File: src/rtl/xbyp_pkg.sv
// Shared helpers for the express-bypass output allocator.
// Assumes requester counts of at least two.
package xbyp_pkg;
    // Next index in a circular order of n entries.
    function automatic int rr_next(input int idx, input int n);
        return (idx + 1 >= n) ? 0 : idx + 1;
    endfunction
endpackage

File: src/rtl/xbyp_la_ctl.sv
// Lookahead reservation: turns the one-bit express announcement of
// cycle t into a reservation of the output in cycle t+1.
// Assumes at most one express channel can target this output.
module xbyp_la_ctl (
    input  logic clk,
    input  logic rst_n,
    input  logic exp_la,
    output logic res_q
);
    // Register the lookahead; reset clears any pending reservation.
    always_ff @(posedge clk) begin
        if (!rst_n) res_q <= 1'b0;
        else        res_q <= exp_la;
    end
endmodule

File: src/rtl/xbyp_rr_arb.sv
// Round-robin arbiter for ordinary requesters. The priority pointer
// advances past the winner only when a grant is issued; while disabled
// no grant is issued and the pointer holds.
// Assumes N_IN >= 2.
module xbyp_rr_arb
    import xbyp_pkg::*;
#(
    parameter int N_IN = 4,
    localparam int IW = $clog2(N_IN)
) (
    input  logic            clk,
    input  logic            rst_n,
    input  logic            en,
    input  logic [N_IN-1:0] req,
    output logic [N_IN-1:0] gnt,
    output logic [IW-1:0]   win,
    output logic            any
);
    logic [IW-1:0] ptr;

    // Search the requesters starting from the pointer and take the first.
    always_comb begin
        gnt = '0;
        win = '0;
        any = 1'b0;
        for (int k = 0; k < N_IN; k++) begin
            int c;
            c = int'(ptr) + k;
            if (c >= N_IN) c = c - N_IN;
            if (en && !any && req[c]) begin
                any    = 1'b1;
                gnt[c] = 1'b1;
                win    = IW'(c);
            end
        end
    end

    // Move the priority pointer past the winner of an issued grant.
    always_ff @(posedge clk) begin
        if (!rst_n)   ptr <= '0;
        else if (any) ptr <= IW'(rr_next(int'(win), N_IN));
    end

    // the pointer is frozen in a cycle without a grant
    a_r7_ptr_hold: assert property (@(posedge clk) disable iff (!rst_n)
        $past(rst_n && !any) |-> $stable(ptr));
    // an issued grant moves the pointer to the slot after the winner
    a_r3_ptr_step: assert property (@(posedge clk) disable iff (!rst_n)
        $past(rst_n && any) |-> (ptr != $past(win)));
endmodule

File: src/rtl/xbyp_st_stage.sv
// Switch traversal register: captures the express flit in a reserved
// cycle, otherwise the winning ordinary flit, and raises valid only when
// one of the two is present.
// Assumes a reservation and an ordinary grant never coincide.
module xbyp_st_stage #(
    parameter int N_IN   = 4,
    parameter int FLIT_W = 32,
    localparam int IW = $clog2(N_IN)
) (
    input  logic                   clk,
    input  logic                   rst_n,
    input  logic                   res,
    input  logic                   any,
    input  logic [IW-1:0]          win,
    input  logic [N_IN*FLIT_W-1:0] req_flit,
    input  logic [N_IN-1:0]        req_head,
    input  logic [FLIT_W-1:0]      exp_flit,
    input  logic                   exp_head,
    output logic                   out_vld,
    output logic                   out_exp,
    output logic                   out_head,
    output logic [FLIT_W-1:0]      out_flit
);
    logic [FLIT_W-1:0] nrm_flit;

    // Crossbar column for the ordinary winner.
    assign nrm_flit = req_flit[int'(win)*FLIT_W +: FLIT_W];

    // Register the selected flit together with its markers.
    always_ff @(posedge clk) begin
        if (!rst_n) begin
            out_vld  <= 1'b0;
            out_exp  <= 1'b0;
            out_head <= 1'b0;
            out_flit <= '0;
        end else if (res) begin
            out_vld  <= 1'b1;
            out_exp  <= 1'b1;
            out_head <= exp_head;
            out_flit <= exp_flit;
        end else if (any) begin
            out_vld  <= 1'b1;
            out_exp  <= 1'b0;
            out_head <= req_head[win];
            out_flit <= nrm_flit;
        end else begin
            out_vld  <= 1'b0;
            out_exp  <= 1'b0;
            out_head <= 1'b0;
        end
    end

    // a reserved cycle yields a valid express flit one cycle later
    a_r5_exp_out: assert property (@(posedge clk) disable iff (!rst_n)
        $past(rst_n && res) |-> (out_vld && out_exp));
    // nothing selected yields no valid output
    a_r8_idle: assert property (@(posedge clk) disable iff (!rst_n)
        $past(rst_n && !res && !any) |-> (!out_vld && !out_exp));
endmodule

File: src/rtl/xbyp_out_alloc.sv
// Output-port switch allocator and traversal for a router with express
// bypass. Ordinary requesters arbitrate round-robin; a one-bit lookahead
// reserves the following cycle for an express flit, which skips
// arbitration and goes straight to the traversal register.
// Assumes head flits request only after routing and channel allocation.
module xbyp_out_alloc #(
    parameter int N_IN   = 4,
    parameter int FLIT_W = 32,
    localparam int IW = $clog2(N_IN),
    localparam int SW = $clog2(N_IN + 1)
) (
    input  logic                   clk,
    input  logic                   rst_n,
    input  logic [N_IN-1:0]        req,
    input  logic [N_IN-1:0]        req_head,
    input  logic [N_IN*FLIT_W-1:0] req_flit,
    input  logic                   exp_la,
    input  logic [FLIT_W-1:0]      exp_flit,
    input  logic                   exp_head,
    output logic [N_IN-1:0]        gnt,
    output logic [SW-1:0]          xbar_sel,
    output logic                   out_vld,
    output logic                   out_exp,
    output logic                   out_head,
    output logic [FLIT_W-1:0]      out_flit
);
    logic          res_q;
    logic          any;
    logic [IW-1:0] win;

    xbyp_la_ctl u_la (
        .clk    (clk),
        .rst_n  (rst_n),
        .exp_la (exp_la),
        .res_q  (res_q)
    );

    xbyp_rr_arb #(.N_IN(N_IN)) u_arb (
        .clk   (clk),
        .rst_n (rst_n),
        .en    (!res_q),
        .req   (req),
        .gnt   (gnt),
        .win   (win),
        .any   (any)
    );

    xbyp_st_stage #(.N_IN(N_IN), .FLIT_W(FLIT_W)) u_st (
        .clk      (clk),
        .rst_n    (rst_n),
        .res      (res_q),
        .any      (any),
        .win      (win),
        .req_flit (req_flit),
        .req_head (req_head),
        .exp_flit (exp_flit),
        .exp_head (exp_head),
        .out_vld  (out_vld),
        .out_exp  (out_exp),
        .out_head (out_head),
        .out_flit (out_flit)
    );

    // Crossbar select: express column, ordinary winner, or idle zero.
    always_comb begin
        if (res_q)    xbar_sel = SW'(N_IN);
        else if (any) xbar_sel = SW'(win);
        else          xbar_sel = '0;
    end

    // at most one grant, and only to a requester
    a_r2_onehot: assert property (@(posedge clk) disable iff (!rst_n)
        $onehot0(gnt) && ((gnt & ~req) == '0));
    // a lookahead blocks every ordinary grant in the next cycle
    a_r4_reserved: assert property (@(posedge clk) disable iff (!rst_n)
        $past(rst_n && exp_la) |-> (gnt == '0 && xbar_sel == SW'(N_IN)));
    // without a reservation, some request always wins
    a_r3_work_cons: assert property (@(posedge clk) disable iff (!rst_n)
        (!$past(rst_n && exp_la) && req != '0) |-> (gnt != '0));
endmodule

File: config.mk
export PLATFORM = sky130hd
export DESIGN_NAME = xbyp_out_alloc
export DESIGN_NICKNAME = d
export VERILOG_FILES = /design/src/rtl/xbyp_pkg.sv /design/src/rtl/xbyp_la_ctl.sv /design/src/rtl/xbyp_rr_arb.sv /design/src/rtl/xbyp_st_stage.sv /design/src/rtl/xbyp_out_alloc.sv
export SDC_FILE = /design/constraint.sdc
export NUM_CORES = 1
export LEC_CHECK = 0
export ABC_CLOCK_PERIOD_IN_PS = 3400
export BUFFER_PORTS_ARGS = -buffer_cell sky130_fd_sc_hd__buf_2
export CELL_PAD_IN_SITES_DETAIL_PLACEMENT = 0
export CELL_PAD_IN_SITES_GLOBAL_PLACEMENT = 1
export CORE_AREA = 8 8 124 126
export DETAILED_ROUTE_END_ITERATION = 10
export DIE_AREA = 0 0 132 134
export HOLD_SLACK_MARGIN = 0.15
export PLACE_DENSITY = 0.81
export SLEW_MARGIN = 0
export SYNTH_ARGS = -nofsm -noshare
export SYNTH_HDL_FRONTEND = slang
export SYNTH_SLANG_ARGS = --single-unit
File: constraint.sdc
create_clock -name clk -period 3.4 [get_ports clk]
set_input_delay 0.34 -clock clk [delete_from_list [all_inputs] [get_ports clk]]
set_output_delay 0.34 -clock clk [all_outputs]
set_load 0.02 [all_outputs]
* Yosys cells after proc, flatten, opt, wreduce, memory -nomap -nowiden
Index checks and enable logic that the tools add are counted.
Storage, ports and cells: flip-flop bits (word level) 38, input bits 172, output and inout bits 42
Cells by class: add/sub/neg operators 8, magnitude comparators 14, shift-type cells 1, mux-type cells 48, bitwise logic cells 3, reduce and logical (&&, ||, !) cells 16
Operators with widths (count):
- $mux W32 | 6
- $ge A32 B1 Y1 const B | 4
- $lt A32 B4 Y1 const B | 4
- $shiftx A128 B8 Y32 | 1
- $ge A32 B4 Y1 const B | 3
- $sub A32 B4 Y32 const B | 3
- $mux W1 | 22
- $mux W4 | 4
- $mux W2 | 6
- $or A4 B4 Y4 | 3
- $logic_and A1 B1 Y1 | 11
- $bmux W1 S2 | 5
- $demux W1 S2 | 4
- $add A2 B1 Y3 const B | 2
- $add A2 B2 Y3 const B | 2
- $logic_not A1 Y1 | 4
- $sub A2 B3 Y4 const B | 1
- $ge A2 B3 Y1 const B | 1
- $ge A3 B3 Y1 const B | 1
- $lt A2 B3 Y1 const B | 1
- $mux W3 | 1
- $reduce_bool A2 Y1 | 1

* Logic depth before layout (Yosys ltp)
Gate-level depths: netlist of the first run.
depth in word-level cells 23, depth in mapped cells 15

* Modules after synthesis
From an unflattened synthesis of the first run, not the netlist that was laid out.
Unflattened totals: cell total of the unflattened synthesis 349, area total of the unflattened synthesis 3156.8 sq um
Modules (own cells, without submodules):
- xbyp_st_stage | times used 1, cells an instance 266, area an instance 2429.8 sq um, seq. area each 700.7 sq um
- xbyp_rr_arb | times used 1, cells an instance 77, area an instance 671.9 sq um, seq. area each 40.0 sq um
- xbyp_out_alloc | times used 1, cells an instance 4, area an instance 28.8 sq um, seq. area each 0.0 sq um
- xbyp_la_ctl | times used 1, cells an instance 2, area an instance 26.3 sq um, seq. area each 20.0 sq um

* Least setup slack after synthesis of the first run
OpenSTA, ideal clock, no wires.
path kind register to register, start point reg u_arb.ptr[0], end point reg u_arb.ptr[1], setup time 0.116 ns, data arrival time 3.656 ns, data required time 3.284 ns, setup slack -0.372 ns, cell stages (with the launch flop) 16, path buffers 6, period minus slack after synthesis 3.772 ns, cells stage by stage dfxtp_1 buf_4 buf_4 clkbuf_1 buf_1 inv_1 ha_1 mux4_2 a21o_1 buf_2 a22oi_2 inv_2 buf_4 ha_1 mux2i_1 nor2b_1
On the way: longest elaborated chain between the ends 22
RTL lines:
- from (decl) | line xbyp_rr_arb.sv:19 | logic [IW-1:0] ptr;
- from (signal assigned) | line xbyp_rr_arb.sv:41 | else if (any) ptr <= IW'(rr_next(int'(win), N_IN));
- branches (longest 22 deep; another with $sub A32 B4 Y32)
Several ways; the timed one is not identified. The select of a mux whose other input is x is not followed. A chain may end at the register's enable or synchronous reset.

* Worst setup path in the final report of the first run
start point reg u_arb.ptr[0], end point reg u_st.out_flit[14]
On the way: longest elaborated chain between the ends 22
RTL lines:
- branches (longest 22 deep; another with $sub A32 B4 Y32)
- to (signal assigned) | line xbyp_st_stage.sv:40 | out_flit <= exp_flit;
- to (signal assigned) | line xbyp_st_stage.sv:45 | out_flit <= nrm_flit;
- to (decl) | line xbyp_st_stage.sv:22 | output logic [FLIT_W-1:0] out_flit
Several ways; the timed one is not identified. The select of a mux whose other input is x is not followed.

==> results.tsv, run 1 <==
metric	value	unit
critPathTopFamily	compound AO/OA/AOI/OAI gates	
outcome	completed	
slew_headroom	47.4	%
die_area	17700	sq um
fin_hold_ws	262	ps
nFillCells	1406	
vias	4571	
yosysWarnings	0	
placementRows	43	
drt_pass1_iterations	6	
netlist_area	3790	sq um
die_w	132	um
cts_buffers	5	
period_needed	3140	ps
worst_setup_path_start_kind	flip-flop	
grt_antenna_before_repair	2	
skew	4.78	ps
finalWeightedCongestion	0.853	
crit_required	3550	ps
tightest_slew	789	ps
ant_nets	0	
drc_errors	0	
drtIter0Drc	244	
drv_slew	0	
irDropWorstVdd	0.272	mV
p_leak	2.26	nW
crit_chain	buf_4 -> mux2i_1 -> o22ai_1 -> a21oi_4 -> buf_4 -> mux2i_1 -> a2111oi_0 -> o31ai_1	
setup_viol	0	
cp_slowest_stage_delay	570	ps
nNetsFinal	803	
dp_hpwl	12.6	mm
synth_edf_count	0	
wirelength	16.3	mm
grt_pass1_vias	4820	
port_buffers	213	
grt_pass1_wl	25.5	mm
synth_fp_nets	619	
dp_worst_setup_slack	187	ps
die_h	134	um
maxCapViolations	0	
routedWlPerCell	20.3	um
cts.clk_slew.worst_paths	60	ps
crit_path_end_kind	flip-flop	
post-route-period-util	92.3	%
min_path_type	in -> reg	
cts_sinks	38	
ys.flop_type	dfxtp_1	
boundaryPins	214	
cts_tree	built	
postLayoutCellArea	5160	sq um
clkLatencyLatePin	280	ps
max_clock_freq	0.319	GHz
cts_root_buf	clkbuf_16	
timing.final.ws_setup	263	ps
critical_path_class	reg -> reg	
ys_async_sr_fraction	0	%
synth_cells	438	
placed_area	5020	sq um
grt_max_degree	50	
clockBufferDepth	2	
critPathMaxFanout	38	
synthToLayoutAreaGrowth	36.2	%
grt_overflow_total	0	
tns	0	ps
ys_ff_latch	38	
post_cts_buffers	0	
initial_utilization	28.1	%
cp_num_buf_inv	2	
ys_seq_area_share	20.1	%
postSynthAreaPerCell	8.65	sq um
hold_viol_final	0	
synth_cell_types	53	
avgViaCountPerCell	5.69	
grt_setup_unrepaired	false	
slowest_stage	a21oi_4	
ctsHtreeMaxLevel	2	
grtUsageTotal	17.6	%
core_region_area	13500	sq um
arrival	3280	ps
p_per_area	841	nW/um^2
drive_above_1_share	43.1	%
## synth_stat cells, types with 4 or more instances
library cell,n,area [sq um]
a2111oi_0,28,245
a2111oi_1,4,40.0
a221o_1,5,50.1
a221oi_1,21,184
a221oi_2,10,150
a22o_1,4,35.0
a22oi_1,32,240
a32o_1,31,310
and3_1,5,31.3
buf_2,11,55.1
buf_4,7,52.6
buf_6,5,56.3
clkbuf_1,28,105
dfxtp_1,38,761
ha_1,9,113
inv_1,8,30.0
mux2i_1,36,360
nand2_1,71,267
nor2_1,4,15.0
o21ai_0,4,20.0
o31ai_1,29,218
o31ai_2,4,50.1
## area by class of cell
class / count / area [sq um] / area share [%]
repair buffers: 230 / 1250 / 24.2
clock buffers: 7 / 133 / 2.57
inverters: 9 / 33.8 / 0.654
multi-input cells: 338 / 2760 / 53.4
flip-flops and latches: 38 / 764 / 14.8
well taps: 180 / 225 / 4.36
diodes: 1 / 2.50 / 0.0485
## cells in the final DEF, fill, tap and decap left out, drive strengths merged, types with 31 or more instances in the layout
master and n:
a32o 31, a22oi 33, mux2i 36, dfxtp 38
buf 230, a221oi 32, nand2 71, a2111oi 32
o31ai 33
## worst reg2reg max path: stages (launching register included)
cell	delay [ps]
dfxtp_4	340
buf_4	360
mux2i_1	360
o22ai_1	240
a21oi_4	570
buf_4	440
mux2i_1	120
a2111oi_0	480
o31ai_1	100
## timing repair
action | 4_1_cts | 5_1_grt
endpoints found under the setup margin | 0 | 20
hold buffers | 0 | 0
gates resized for setup | 0 | 2
## worst paths after layout
check | depth (start not counted) | startpoint | slack [ps] | to
max | 8 | u_arb.ptr[0] | 260 | u_st.out_flit[14]
min | 3 | exp_head | 260 | u_st.out_head
max reg2reg | 8 | u_arb.ptr[0] | 260 | u_st.out_flit[14]
min reg2reg | 2 | u_st.out_flit[14] | 480 | u_st.out_flit[14]
## flip-flops by register name, indices dropped and copies added (netlist names)
| register | flops |
|---|---|
| u_st.out_flit | 32 |
| u_st.out_vld | 1 |
| u_la.res_q | 1 |
| u_arb.ptr | 2 |
| u_st.out_exp | 1 |
| u_st.out_head | 1 |
## kinds of logic after synthesis
| kind of cell | synth area share, % |
|---|---|
| and+or+nand+nor | 11.8 |
| muxes | 11.9 |
| adders and majority gates | 2.97 |
| DFF | 20.1 |
| buffers and inverters | 8.29 |
| AOI/OAI and AO/OA | 45.0 |
## metrics by stage
stage | cells | utilization (%) | total power, mW
floorplan | 438 | - | 3.00
global placement | 795 | 37.2 | 3.83
detailed placement | 795 | 37.2 | 3.90
CTS | 802 | 38.2 | 4.37
global route | 803 | 38.2 | 4.67
finish | 803 | 38.2 | 4.34
## layer usage
metal / share of wire (%) / vias up / GRT usage (%)
met4: 1.5 / 2 / 5.11
li1: - / 2162 / -
met5: 0.061 / - / 0
met2: 49 / 183 / 31.4
met3: 6.9 / 16 / 4.86
met1: 42 / 2208 / 20.2
## power breakdown
group	total [mW]	switching [mW]	internal, mW	leakage, nW
registers	0.750	0.106	0.644	0.317
clock network	0.460	0.191	0.269	0.0640
logic	3.13	1.93	1.21	1.88
total	4.34	2.22	2.12	2.26
No activity file was read; power rests on OpenSTA's default activity.
==> run 2: changes to the inputs <==
--- a/config.mk
+++ b/config.mk
@@ -6,15 +6,15 @@
 export NUM_CORES = 1
 export LEC_CHECK = 0
 export ABC_CLOCK_PERIOD_IN_PS = 3400
-export BUFFER_PORTS_ARGS = -buffer_cell sky130_fd_sc_hd__buf_2
 export CELL_PAD_IN_SITES_DETAIL_PLACEMENT = 0
 export CELL_PAD_IN_SITES_GLOBAL_PLACEMENT = 1
-export CORE_AREA = 8 8 124 126
+export CORE_AREA = 8 8 106 108
 export DETAILED_ROUTE_END_ITERATION = 10
-export DIE_AREA = 0 0 132 134
+export DIE_AREA = 0 0 114 116
+export DONT_BUFFER_PORTS = 1
 export HOLD_SLACK_MARGIN = 0.15
-export PLACE_DENSITY = 0.81
-export SLEW_MARGIN = 0
+export PLACE_DENSITY = 0.78
+export SLEW_MARGIN = 25
 export SYNTH_ARGS = -nofsm -noshare
 export SYNTH_HDL_FRONTEND = slang
 export SYNTH_SLANG_ARGS = --single-unit
==> results.tsv, run 2 (synthesis results as in run 1) <==
metric	value	unit	change
outcome	completed		
die_area	13200	sq um	-25%
layout_common_cells	71 x nand2_1, 37 x dfxtp_1, 36 x mux2i_1		
largest_reg_flops	32		unchanged
port_buffers	0		-100%
grt_max_degree	49		-2.0%
critPathMaxFanout	48		+26%
dp_cells	540		-32%
antenna_cells	0		-1
crit_chain	buf_4 -> mux2i_1 -> o22a_1 -> a21o_1 -> a22oi_2 -> inv_2 -> ha_1 -> mux2i_1 -> nor2b_1		
grt_setup_unrepaired	false		
initial_utilization	39.7	%	+12 points
arrival	3320	ps	+40 ps
nNetsFinal	596		-26%
cts.clk_slew.worst_paths	90	ps	+30 ps
cts_tree	built		
hold_viol_final	0		unchanged
skew	16.5	ps	+11.7 ps
drc_errors	0		unchanged
cp_slowest_stage_delay	580	ps	about the same
grt_pass1_vias	3892		-19%
p_leak	1.40	nW	-38%
die_w	114	um	-14%
tightest_slew	1060	ps	+273 ps
drt_pass1_iterations	5		-1
top_register	u_st.out_flit		
nFillCells	983		-30%
drtIter0Drc	286		+17%
vias	3806		-17%
cts_root_buf	clkbuf_8		
slowest_stage	inv_2		
post-route-period-util	91.8	%	-0.46 points
grtUsageTotal	20.1	%	+2.4 points
cp_num_buf_inv	2		unchanged
p_per_area	973	nW/um^2	+16%
boundaryPins	214		unchanged
grt_antenna_before_repair	0		-2
irDropWorstVdd	0.366	mV	+34%
multiInputGateArea	2760	sq um	unchanged
crit_path_end_kind	flip-flop		
worst_setup_path_start_kind	flip-flop		
dp_hpwl	10.7	mm	-15%
clockBufferDepth	2		unchanged
final_cells	548		-32%
wirelength	14.1	mm	-13%
ctsHtreeMaxLevel	2		unchanged
drv_slew	0		unchanged
finalWeightedCongestion	0.868		+1.8%
min_path_type	in -> reg		
seq_area	764	sq um	unchanged
synthToLayoutAreaGrowth	6.24	%	
placementRows	36		-16%
cts_buffers	5		unchanged
grt_overflow_total	0		unchanged
drive_above_1_share	15.2	%	-28 points
maxCapViolations	0		unchanged
routedWlPerCell	25.8	um	+27%
setup_viol	0		unchanged
period_needed	3120	ps	-15.7 ps
avgViaCountPerCell	6.95		+22%
clkLatencyLatePin	300	ps	+20 ps
crit_required	3600	ps	+50 ps
reg.largest.list	u_st.out_flit (32), u_arb.ptr (2)		
final_common_cell	nand2_1		
power	3.92	mW	-9.8%
critical_path_class	reg -> reg		
cts_sinks	38		unchanged
max_clock_freq	0.320	GHz	+0.50%
slew_headroom	28.4	%	-19 points
grt_pass1_wl	21.2	mm	-17%
core_region_area	9550	sq um	-29%
die_h	116	um	-13%
ant_nets	0		unchanged
critPathTopFamily	buffers and inverters		
crit_top_cell	mux2i_1		
-- run 2: cell count changes in the layout (fill, tap and decap cells not counted), sizes merged --
cell,delta
buf,-207
diode,-1
-- run 2: worst reg2reg max path: stages (launching register included) --
cell	delay, ps
dfxtp_4	430
buf_4	450
mux2i_1	320
o22a_1	330
a21o_1	240
a22oi_2	130
inv_2	580
ha_1	370
mux2i_1	130
nor2b_1	60
-- run 2: final timing paths --
path / start / to / slack [ps] / cells after the start
worst max register to register: u_arb.ptr[0] / u_arb.ptr[1] / 280 / 9
worst min-delay path: rst_n / u_arb.ptr[0] / 170 / 1
worst max-delay path: u_arb.ptr[0] / u_arb.ptr[1] / 280 / 9
worst min register to register: u_arb.ptr[1] / u_arb.ptr[1] / 570 / 2
-- run 2: per-stage QoR --
| step | util (%) | setup TNS (ps) | hold WS, ps | worst slack, ps | cell area (sq um) |
|---|---|---|---|---|---|
| global route | 42.2 | 0 | 156 | 32.7 | 4030 |
| global placement | 40.9 | 0 | 463 | 95.5 | 3910 |
| detailed placement | 40.9 | -5.78 | 467 | -5.78 | 3910 |
| CTS | 42.2 | 0 | 160 | 186 | 4030 |
| floorplan | - | 0 | 448 | 39.2 | 3810 |
| finish | 42.2 | 0 | 169 | 279 | 4030 |
-- run 2: area by class of cell --
cell class / instances / share of cell area, %
Multi-Input combinational cell: 338 / 68.5
Sequential cell: 38 / 19.0
Timing Repair Buffer: 23 / 4.91
Tap cell: 133 / 4.13
Clock buffer: 7 / 2.67
Inverter: 9 / 0.839
-- run 2: what timing repair did --
action / in CTS / in global routing
hold buffers: 0 / 0
resized for setup: 0 / 1
buffers inserted: 1 / 0
pin swaps: 1 / 0
setup endpoints to repair: 1 / 5
-- run 2: power by group --
part,switching [mW],total (mW),leakage [nW],internal [mW]
clock,0.177,0.383,0.0555,0.206
combinational,1.52,2.51,1.02,0.991
sequential,0.382,1.03,0.317,0.644
-- run 2: per-layer routing --
metal / vias up / wire, um / share of wire [%] / global-route usage, %
met5: - / 0 / 0 / 0
met4: 0 / 235 / 1.7 / 5.50
met3: 19 / 1320 / 9.3 / 6.88
met2: 163 / 7130 / 50 / 35.9
met1: 1876 / 5460 / 39 / 22.1
li1: 1748 / - / - / -
